`src/rtl/thresh_cmp_pkg.sv`:
```
package thresh_cmp_pkg;
  typedef enum logic [2:0] {
    CMP_NONE0  = 3'd0,
    CMP_ABOVE_LO = 3'd1,
    CMP_ATBELOW_LO = 3'd2,
    CMP_INSIDE = 3'd3,
    CMP_NONE4  = 3'd4,
    CMP_ATABOVE_HI = 3'd5,
    CMP_BELOW_HI = 3'd6,
    CMP_OUTSIDE = 3'd7
  } cmp_mode_e;

  localparam int unsigned NUM_STICKY = 2;
  localparam int unsigned IDX_FLAG = 0;
  localparam int unsigned IDX_IRQ  = 1;
endpackage

```
`src/rtl/thresh_window_match.sv`:
```
module thresh_window_match
  import thresh_cmp_pkg::*;
#(
  parameter int unsigned RES_W = 12
) (
  input  logic [RES_W-1:0] value,
  input  logic [RES_W-1:0] lo,
  input  logic [RES_W-1:0] hi,
  input  logic [2:0]       mode,
  output logic             hit
);
  function automatic logic eval_mode(input logic [2:0] m,
                                     input logic [RES_W-1:0] v,
                                     input logic [RES_W-1:0] l,
                                     input logic [RES_W-1:0] h);
    logic gt_lo, ge_hi;
    gt_lo = (v > l);
    ge_hi = (v >= h);
    case (cmp_mode_e'(m))
      CMP_ABOVE_LO:   return gt_lo;
      CMP_ATBELOW_LO: return !gt_lo;
      CMP_INSIDE:     return gt_lo && !ge_hi;
      CMP_ATABOVE_HI: return ge_hi;
      CMP_BELOW_HI:   return !ge_hi;
      CMP_OUTSIDE:    return !gt_lo && ge_hi;
      default:        return 1'b0;
    endcase
  endfunction

  assign hit = eval_mode(mode, value, lo, hi);
endmodule

```
`src/rtl/thresh_sticky_bit.sv`:
```
module thresh_sticky_bit (
  input  logic clk,
  input  logic rst_n,
  input  logic set,
  input  logic clr,
  output logic q
);
  always_ff @(posedge clk or negedge rst_n) begin
    if (!rst_n)   q <= 1'b0;
    else if (set) q <= 1'b1;
    else if (clr) q <= 1'b0;
  end


  set_wins_chk: assert property (@(posedge clk) disable iff (!rst_n)
    (set && clr) |=> q);


  hold_chk: assert property (@(posedge clk) disable iff (!rst_n)
    (q && !clr) |=> q);


  clear_chk: assert property (@(posedge clk) disable iff (!rst_n)
    (clr && !set) |=> !q);
endmodule

```
`src/rtl/thresh_cmp.sv`:
```
module thresh_cmp
  import thresh_cmp_pkg::*;
#(
  parameter int unsigned RES_W = 12
) (
  input  logic             clk,
  input  logic             rst_n,
  input  logic             res_valid,
  input  logic [RES_W-1:0] res_data,
  input  logic [RES_W-1:0] thr_low,
  input  logic [RES_W-1:0] thr_high,
  input  logic [2:0]       mode,
  input  logic             flag_en,
  input  logic             irq_en,
  input  logic             clr,
  output logic             flag_o,
  output logic             irq_o
);
  logic                  cmp_hit;
  logic                  hit_evt;
  logic [NUM_STICKY-1:0] bit_en;
  logic [NUM_STICKY-1:0] bit_q;

  thresh_window_match #(.RES_W(RES_W)) u_match (
    .value (res_data),
    .lo    (thr_low),
    .hi    (thr_high),
    .mode  (mode),
    .hit   (cmp_hit)
  );

  assign hit_evt = res_valid && cmp_hit;

  always_comb begin
    bit_en           = '0;
    bit_en[IDX_FLAG] = flag_en;
    bit_en[IDX_IRQ]  = irq_en;
  end

  for (genvar g = 0; g < NUM_STICKY; g++) begin : g_sticky
    thresh_sticky_bit u_bit (
      .clk   (clk),
      .rst_n (rst_n),
      .set   (hit_evt && bit_en[g]),
      .clr   (clr),
      .q     (bit_q[g])
    );
  end

  assign flag_o = bit_q[IDX_FLAG];
  assign irq_o  = bit_q[IDX_IRQ];


  dead_mode_chk: assert property (@(posedge clk) disable iff (!rst_n)
    (mode == 3'd0 || mode == 3'd4) |-> !cmp_hit);


  no_strobe_chk: assert property (@(posedge clk) disable iff (!rst_n)
    !res_valid |=> !$rose(flag_o) && !$rose(irq_o));


  flag_gate_chk: assert property (@(posedge clk) disable iff (!rst_n)
    (!flag_en && !flag_o) |=> !flag_o);


  irq_gate_chk: assert property (@(posedge clk) disable iff (!rst_n)
    (!irq_en && !irq_o) |=> !irq_o);


  latency_chk: assert property (@(posedge clk) disable iff (!rst_n)
    (hit_evt && flag_en) |=> flag_o);
endmodule

```
`config.mk`:
```
export PLATFORM = sky130hd
export DESIGN_NAME = thresh_cmp
export DESIGN_NICKNAME = d
export VERILOG_FILES = /design/src/rtl/thresh_cmp_pkg.sv /design/src/rtl/thresh_window_match.sv /design/src/rtl/thresh_sticky_bit.sv /design/src/rtl/thresh_cmp.sv
export SDC_FILE = /design/constraint.sdc
export NUM_CORES = 1
export LEC_CHECK = 0
export CORE_MARGIN = 5
export CORE_UTILIZATION = 45
export CTS_CLUSTER_DIAMETER = 200
export CTS_CLUSTER_SIZE = 8
export DETAILED_ROUTE_END_ITERATION = 8
export DONT_BUFFER_PORTS = 1
export SLEW_MARGIN = 20
export SYNTH_ARGS = -nofsm -noshare
export SYNTH_HDL_FRONTEND = slang
export SYNTH_SLANG_ARGS = --single-unit
```
`constraint.sdc`:
```
create_clock -name clk -period 1.8 [get_ports clk]
set_clock_uncertainty 0.05 [all_clocks]
set_input_delay 0.27 -clock clk [delete_from_list [all_inputs] [get_ports clk]]
set_output_delay 0.27 -clock clk [all_outputs]
set_load 0.01 [all_outputs]
```
==> out/summary.txt <==
Largest register FFs: 2
# setup viols final: 0
DIE HEIGHT: 50.1 um
layout cell share with drive strength beyond 1: 15.1%
final WL: 1520 um
gr ovfl total: 0
Synthesized Nets: 167
crit end category: flip-flop
drt initial violations: 7
All-Layer GR Usage: 11.8%
routed length per instance: 12.5 um
Worst-path clk slew: 30 ps
via/cell ratio: 5.44
slowest stage delay, CP: 330 ps
largest net degree at the start of global routing: 5
worst min path class: in2reg
crit path cell chain: inv_1 > ha_1 > a21o_1 > a21o_1 > a221oi_2 > o21ai_2 > mux2i_1 > o41ai_2
crit start category: input pin
detailed placement HPWL: 1410 um
flop-to-flop setup slack: 1040 ps
Power Dens Cells: 383 mW/mm2
Max Cap Violations: 0
standard-cell rows: 14
1st-pass router iterations: 4
min cycle time layout: 1710 ps
worst-skew pair later-pin latency: 220 ps
Regs by FF count: g_sticky.u_bit.q x2
Clock Path Buffers: 2
sequential area share after synthesis: 6.91%
Final nets: 177
total CTS buffers: 3
syn avg cell area: 7.39 um2
worst vdd ir: 0.000397 V
post-route cell area: 867 um2
n_diodes: 0
Post-Syn Area: 724 um2
Placement Setup Slack: -175 ps
Initial Util: 47.5%
first-pass GRT wire length: 2460 um
Slew HR: 80.4%
Setup WS post-layout: 86.9 ps
Hold WS: 147 ps
RSZ-0062 raised after global routing: yes
CTS Sinks: 2
WS Path Type: in2reg
Most flops, register: g_sticky.u_bit.q
port bufs: 0
most frequent CP cell: a21o_1
Ys Warns: 0
global placement routability congestion: 0.743
Residual DRC: 0
P&R area growth vs syn: 19.7%
Crit-path slowest cell: o41ai_2
actual slew at the worst max-slew pin: 286 ps
Required @ worst endpoint: 1870 ps
Clk Tree Root Cell: clkbuf_4
crit path max fanout: 2
crit-path leading delay family: compound AO/OA/AOI/OAI gates
Final Cycle Share: 95.2%
vias in the first global route: 662
boundary pin count: 47
initial antenna violation count: 0
final slew viol count: 0
core area: 0.00152 mm2
H-Tree Depth: 1
Post-Place Cell Area: 817 um2
Post-DRT Antenna Nets: 0
DIE AREA: 0.00251 mm2
CP bufs+invs: 1
Leak: 0.000501 uW
Die X: 50.1 um
CTS tree: done
DR vias: 664
Synth Register Bits: 2
fmax: 584 MHz
cells after synthesis: 98
Final Hold Vio Count: 0
status: completed
crit path DAT: 1780 ps
Netlist cell types: 24
layer usage:
layer	GRT usage [%]	wire, um
met5	0	0
met1	13.2	630
met2	21.1	755
met4	5.24	20
met3	2.41	116
metrics by stage:
step / power [uW] / cells / utilization (%) / TNS [ps]
global route: 373 / 122 / 56.9 / -32.1
floorplan: 186 / 98 / - / -33.9
detailed placement: 223 / 118 / 53.6 / -311
finish: 332 / 122 / 56.9 / 0
global placement: 220 / 118 / 53.6 / -249
CTS: 333 / 122 / 55.7 / 0
logic make-up (layout without fill, tap and decap cells):
group / Yosys count / after routing / synth area share [%]
buf+inv: 25 / 33 / 13.0
fa+ha+maj: 24 / 24 / 41.5
simple gates: 24 / 24 / 17.6
compound gates: 21 / 21 / 18.1
mux: 2 / 2 / 2.94
flops: 2 / 2 / 6.91
synthesized netlist by cell type (all sizes together):
cell type   n  share of area (%)
o21ai       5                3.5
nor3b       1                1.0
or3         1               0.86
nor2        3                1.6
o211ai      1                1.0
a21oi       8                5.5
a21o        2                2.1
dfrtp       2                6.9
ha         24                 41
nand3b      1                1.0
nand2b      3                2.6
mux2i       1                1.4
nand4       4                3.5
o41ai       2                2.4
nor2b       2                1.7
a221oi      1                1.2
and3        1               0.86
mux2        1                1.6
o311a       1                1.4
nand2       7                3.6
nor4        1               0.86
a211oi      1                1.0
inv        25                 13
timing repair:
| action | in CTS | in global routing |
|---|---|---|
| buffers inserted | 0 | 0 |
| endpoints found under the hold margin | 2 | 0 |
| gates resized for setup | 0 | 4 |
| hold buffers | 1 | 0 |
| setup endpoints to repair | 0 | 2 |
report_power, final:
part	internal, uW	leakage (uW)	total, uW	switching, uW
Combinational	87.7	0.000461	169	81.7
Sequential	52.7	0.0000256	61.4	8.66
Clock	73.7	0.0000138	101	27.2
area by class of cell:
cell class	count	area, um2
tap	16	20.0
multi-input combinational	71	641
fill	154	657
clock buffer	3	22.5
sequential	2	50.0
inverter	25	93.8
timing repair buffer	5	40.0
placed cells by master (no fill, tap or decap):
master         instances
inv_1                 24
ha_1                  22
a21oi_1                8
nand2_1                7
nand4_1                4
buf_4                  4
nor2_1                 3
nand2b_1               3
clkbuf_4               3
a21o_1                 2
o21ai_0                2
o21ai_1                2
nor2b_1                2
o41ai_2                2
ha_4                   2
dfrtp_1                2
inv_2                  1
nand3b_1               1
a211oi_1               1
nor3b_1                1
nor4_2                 1
a221oi_2               1
o21ai_2                1
mux2i_1                1
o211ai_1               1
or3_1                  1
o311a_1                1
and3_1                 1
mux2_4                 1
dlygate4sd3_1          1
worst register-to-register path: stages (launching register included):
cell	delay [ps]
dfrtp_1	410
nand2b_1	100
o41ai_2	70
path summary, 6_finish.rpt:
path                                      from             endpoint  cells past startpoint
max                                thr_high[9]  g_sticky[1].u_bit.q                      8
min                                    flag_en  g_sticky[0].u_bit.q                      2
max reg2reg                g_sticky[0].u_bit.q  g_sticky[0].u_bit.q                      2
min reg2reg                g_sticky[1].u_bit.q  g_sticky[1].u_bit.q                      2
max in group asynchronous                rst_n  g_sticky[1].u_bit.q                      1
min in group asynchronous                rst_n  g_sticky[0].u_bit.q                      1
(Power assumes the default switching activity.)
